$ cat config.mk
export PLATFORM = sky130hd
export DESIGN_NAME = fold_biquad_addsub
export DESIGN_NICKNAME = d
export VERILOG_FILES = /design/src/rtl/fold_biquad_addsub.sv
export SDC_FILE = /design/constraint.sdc
export NUM_CORES = 1
export LEC_CHECK = 0
export ABC_CLOCK_PERIOD_IN_PS = 3200
export BUFFER_PORTS_ARGS = -buffer_cell sky130_fd_sc_hd__buf_2
export CORE_MARGIN = 1.5
export CORE_UTILIZATION = 30
export CTS_CLUSTER_SIZE = 12
export DETAILED_ROUTE_END_ITERATION = 10
export HOLD_SLACK_MARGIN = 0.15
export MAX_ROUTING_LAYER = met4
export SLEW_MARGIN = 5
export SYNTH_ARGS = -nofsm -noshare
export SYNTH_HDL_FRONTEND = slang
export SYNTH_SLANG_ARGS = --single-unit
$ cat constraint.sdc
create_clock -name clk -period 3.2 [get_ports clk]
set_clock_uncertainty 0.15 [all_clocks]
set_input_delay 0.96 -clock clk [delete_from_list [all_inputs] [get_ports clk]]
set_output_delay 0.96 -clock clk [all_outputs]
set_load 0.01 [all_outputs]
$ cat src/rtl/fold_biquad_addsub.sv
module fold_biquad_addsub #(
  parameter int W = 16
) (
  input  logic                clk,
  input  logic                rst,
  input  logic                in_valid,
  input  logic signed [W-1:0] in_data,
  output logic                out_valid,
  output logic signed [W-1:0] out_data
);

  typedef enum logic {SLOT_A, SLOT_B} slot_t;

  slot_t               state;
  logic signed [W-1:0] tap_new, tap_old;
  logic signed [W-1:0] op_a, op_half, result;
  logic                sel_ext, do_sub, step;

  assign sel_ext = (state == SLOT_A);
  assign do_sub  = (state == SLOT_A);
  assign step    = (state == SLOT_B) || in_valid;

  assign op_a    = sel_ext ? in_data : tap_new;
  assign op_half = tap_old >>> 1;
  assign result  = do_sub ? (op_a - op_half) : (op_a + op_half);

  always_ff @(posedge clk) begin
    if (rst) begin
      state     <= SLOT_A;
      tap_new   <= '0;
      tap_old   <= '0;
      out_valid <= 1'b0;
      out_data  <= '0;
    end else begin
      out_valid <= 1'b0;
      if (step) begin
        tap_new <= result;
        tap_old <= tap_new;
        state   <= (state == SLOT_A) ? SLOT_B : SLOT_A;
        if (state == SLOT_B) begin
          out_valid <= 1'b1;
          out_data  <= result;
        end
      end
    end
  end

  p_slot_b_emits_r5: assert property (@(posedge clk) disable iff (rst)
    (state == SLOT_B) |=> out_valid);

  p_valid_source_r5: assert property (@(posedge clk) disable iff (rst)
    out_valid |-> $past(state == SLOT_B));

  p_valid_pulse_r5: assert property (@(posedge clk) disable iff (rst)
    out_valid |=> !out_valid);

  p_slot_b_returns_r6: assert property (@(posedge clk) disable iff (rst)
    (state == SLOT_B) |=> (state == SLOT_A));

  p_idle_hold_r7: assert property (@(posedge clk) disable iff (rst)
    (state == SLOT_A && !in_valid) |=> (state == SLOT_A && !out_valid));

  p_data_held_r7: assert property (@(posedge clk) disable iff (rst)
    !out_valid |-> $stable(out_data));

endmodule

== Yosys cells after proc, flatten, opt, wreduce, memory -nomap -nowiden ==
Cells that the tools add are included.

* Word-level logic and storage cells: 15
* Bits in registers: 50

* Add/sub/neg operators: 2
* Bitwise logic cells: 1
* Reductions and logical operators: 3
* Muxes and demuxes: 4

{| class="wikitable"
|+ Operators by type and width
! operator !! number
|-
| $mux W16 || 2
|-
| $add A16 B15 Y16 || 1
|-
| $sub A16 B15 Y16 || 1
|-
| $mux W1 || 2
|-
| $reduce_and A2 Y1 || 1
|-
| $reduce_or A2 Y1 || 1
|-
| $logic_or A1 B1 Y1 || 1
|-
| $not A1 Y1 || 1
|}

== Logic depth before layout (Yosys ltp) ==
* Depth after elaboration: 3
* Depth in mapped cells: 14

== Worst setup path before layout ==
Ideal clock, no wire load.

* Path type: reg2reg
* Start: register state
* End: register out_data[13]
* Stages on the path, launching flop included: 13
* Period minus slack after synthesis: 3.112 ns
* Slack: 0.088 ns
* Arrival: 2.845 ns
* Setup time: 0.117 ns
* Cell sequence: dfxtp_1 > buf_2 > buf_1 > buf_2 > nor2_1 > xnor2_1 > ha_1 > a211oi_2 > o21ai_1 > a21oi_4 > a21oi_1 > or3_1 > a32o_1

* Word-level cells in the longest chain between the ends: 3

{| class="wikitable"
|+ RTL lines
! item !! line !! text
|-
| start, declared || 14 || <nowiki>slot_t state;</nowiki>
|-
| start signal, assigned || 39 || <nowiki>state <= (state == SLOT_A) ? SLOT_B : SLOT_A;</nowiki>
|-
| $mux W16 || 23 || <nowiki>assign op_a = sel_ext ? in_data : tap_new;</nowiki>
|-
| $sub A16 B15 Y16 / $add A16 B15 Y16 (equally long branches) || 25 || <nowiki>assign result = do_sub ? (op_a - op_half) : (op_a + op_half);</nowiki>
|-
| $mux W16 || 25 ||
|-
| end signal, assigned || 42 || <nowiki>out_data <= result;</nowiki>
|-
| end, declared || 9 || <nowiki>output logic signed [W-1:0] out_data</nowiki>
|}

Parallel ways exist; a longest one is shown, timed or not.
A chain may end at the register's enable or synchronous reset.

== Final worst setup path ==
* Start: register tap_old[3]
* End: register out_data[14]

* Word-level cells in the longest chain between the ends: 2

{| class="wikitable"
|+ RTL lines
! item !! line !! text
|-
| start, declared || 15 || <nowiki>logic signed [W-1:0] tap_new, tap_old;</nowiki>
|-
| start signal, assigned || 38 || <nowiki>tap_old <= tap_new;</nowiki>
|-
| $sub A16 B15 Y16 / $add A16 B15 Y16 (equally long branches) || 25 ||
|-
| $mux W16 (*) || 25 ||
|}

Mark *: on every way between the ends. The rest lies on a longest branch, timed or not.

==> impl_metrics.toml <==
[floorplan]
fp.dieW_um = 105.9
rows = 37
dieArea_um2 = 11210
ios = 36
initial_core_util_pct = 30.90
die_h_um = 105.9
fp.coreArea_um2 = 10280

[logic_synthesis]
synth_flop_cell = "dfxtp_1"
seq_area_frac_synth_pct = 30.89
synth_cell_type_count = 64
synth_cells = 394
ys_async_sr_fraction_pct = 0
yosysWarnings = 0
synth-edff-count = 0
synth_nets = 430
avgSynthCellArea_um2 = 8.060
syn_area_um2 = 3176
synth_seq_cells = 49

[worst_setup_path]
worstSetupStartpointType = "flop"
arrival_ps = 3130
end_kind = "flop"
critPathMaxFanout = 4
critPathKind = "flop to flop"
required_ps = 3270

[placement]
portBuffers = 35
place_ws_ps = -91.07
dp_cells = 580
globalplace.congestion = 0.9396
hpwlAfterDp_um = 6093

[cts]
cts_tree = "done"
cts_buffers = 5
clock_insertion_delay_worst_skew_ps = 310
cts_hold_buffers = 0
clock-sinks = 49
cts_root_buffer = "clkbuf_8"
path_clk_slew_ps = 100
cts_max_path_buffers = 2
htreeDepth = 2

[drt]
wirelength_um = 8530
drcViolationCount = 0
ant_nets = 0
wire_per_inst_um = 14.38
routed_via_density = 5.111
first_pass_iters = 4
vias = 3031
drt_iter0_markers = 162

[cells_and_area]
fin_nets = 492
n_fill_cell = 1081
areaGrowthSynthToFinish_pct = 23.13
drive_above_1_share_pct = 28.23
antenna_cells = 0
final_cells = 593
mostFrequentLayoutCells = "60 x nand2_1, 46 x dfxtp_1, 41 x buf_4"
final_common_cell = "nand2_1"

[worst_hold_path]
min_path_type = "flop to flop"

[power_and_ir_drop]
peakVddDrop_mv = 0.2580
p_per_area_nw_per_um2 = 827.7
p_leak_nw = 1.683

[timing]
rsz0062_at_grt = "yes"
min_period_over_period_pct = 95.65
finalSetupTns_ps = 0
tightest_slew_ps = 601.8
max_slew_margin_pct = 59.88
drv_slew = 0
setup_slack_ps = 139.3
clock.fmax_mhz = 326.7
setup_viol = 0
fin_crit_ps = 3061
hold_violations = 0

[grt]
antenna_found_initial = 0
grt_util_all_layers_pct = 15.93
grt_max_degree = 50
grt-ovfl-total = 0
first_global_vias = 2939
grt_pass1_wl_um = 14050

[run_status]
status = "complete, no violations"

[job]
maxCapViolCount = 0
==> Yosys cell counts (3+ instances only) <==
master    count  share of area [%]
xnor2_1       6                1.7
o21ai_0       9                1.4
nor3_1       12                1.9
ha_1         16                6.3
clkbuf_1     11                1.3
nand3_1      17                2.7
or4_1         4               0.95
nor2_1       33                3.9
a31o_2        3               0.83
and3_1        4               0.79
o21a_1        4               0.95
xor2_1       11                3.0
buf_2         5               0.79
mux2_2       16                5.7
a21oi_1      36                5.7
a21o_1        7                1.7
nor4_1        3               0.59
o21ai_1       5               0.79
or3_1         4               0.79
inv_1        14                1.7
buf_1         4               0.47
o211ai_1      4               0.95
a311o_1       3               0.95
nand2_1      60                7.1
dfxtp_1      49                 31
mux2i_1       5                1.6
a31oi_1       3               0.59
a211oi_1      4               0.95
==> cell families (layout without fill, tap and decap cells) <==
kind of cell	Yosys count	after routing	synth area share [%]
mux	21	21	7.250
buf+inv	36	99	5.004
xor+xnor	17	17	4.689
flops	49	49	30.89
simple gates	150	150	22.38
compound gates	104	104	22.85
fa+ha+maj	17	17	6.935
==> worst max-delay path, stage by stage (launching register included) <==
cell	delay [ps]
dfxtp_1	350
nor4_4	290
buf_4	170
and4b_4	270
nor2_1	60
xor2_1	140
ha_1	320
a21o_1	200
a21o_1	170
a221o_1	360
or2_0	240
o311ai_1	260
==> power by group <==
part           switching (W)  internal [W]
clock network       0.000218      0.000255
registers           0.000106      0.000748
logic                0.00100      0.000905
total                0.00133       0.00191
==> what timing repair did <==
action / 4_1_cts / 5_1_grt
setup endpoints to repair: 0 / 4
buffers inserted: 0 / 5
gates resized for setup: 0 / 13
==> registers in the layout, summed over array words and instances, names as in the netlist <==
signal	cells
tap_new	16
state	1
out_data	16
tap_old	15
out_valid	1
==> metrics by stage <==
stage	hold WS (ps)	cell area (µm²)	utilization, %	power [W]
after detailed placement	295.2	3709	36.08	0.002628
after global placement	286.8	3709	36.08	0.002604
after floorplan	278.4	3176	-	0.002032
after CTS	307.6	3825	37.22	0.003113
final	304.3	3910	38.04	0.003236
after global routing	327.5	3910	38.04	0.003494
==> final timing paths <==
path	slack (ps)	start	cells past startpoint	end
worst min register to register	300	tap_new[0]$_SDFFE_PP0N_	2	tap_new[0]$_SDFFE_PP0N_
worst max register to register	140	tap_old[3]$_SDFFE_PP0N_	11	out_data[14]$_SDFFE_PP0P_
worst min-delay path	300	tap_new[0]$_SDFFE_PP0N_	2	tap_new[0]$_SDFFE_PP0N_
worst max-delay path	140	tap_old[3]$_SDFFE_PP0N_	11	out_data[14]$_SDFFE_PP0P_
==> metal layers <==
| layer | vias to the layer above | track usage (%) | routed length [µm] |
|---|---|---|---|
| li1 | 1544 | - | - |
| met1 | 1410 | 19.63 | 3922 |
| met2 | 63 | 26.72 | 4054 |
| met3 | 14 | 2.103 | 350 |
| met4 | 0 | 5.598 | 201 |
| met5 | - | - | 0 |
==> cell type report <==
type	instances	area [µm²]	share of cell area (%)
clock buffer	7	86.33	2.208
clock inverter	1	30.03	0.7680
inverter	14	52.55	1.344
multi-input combinational	309	2081	53.22
sequential	49	987.2	25.25
tap	136	170.2	4.352
timing repair buffer	77	503.0	12.86
No activity file was read; power rests on OpenSTA's default activity.
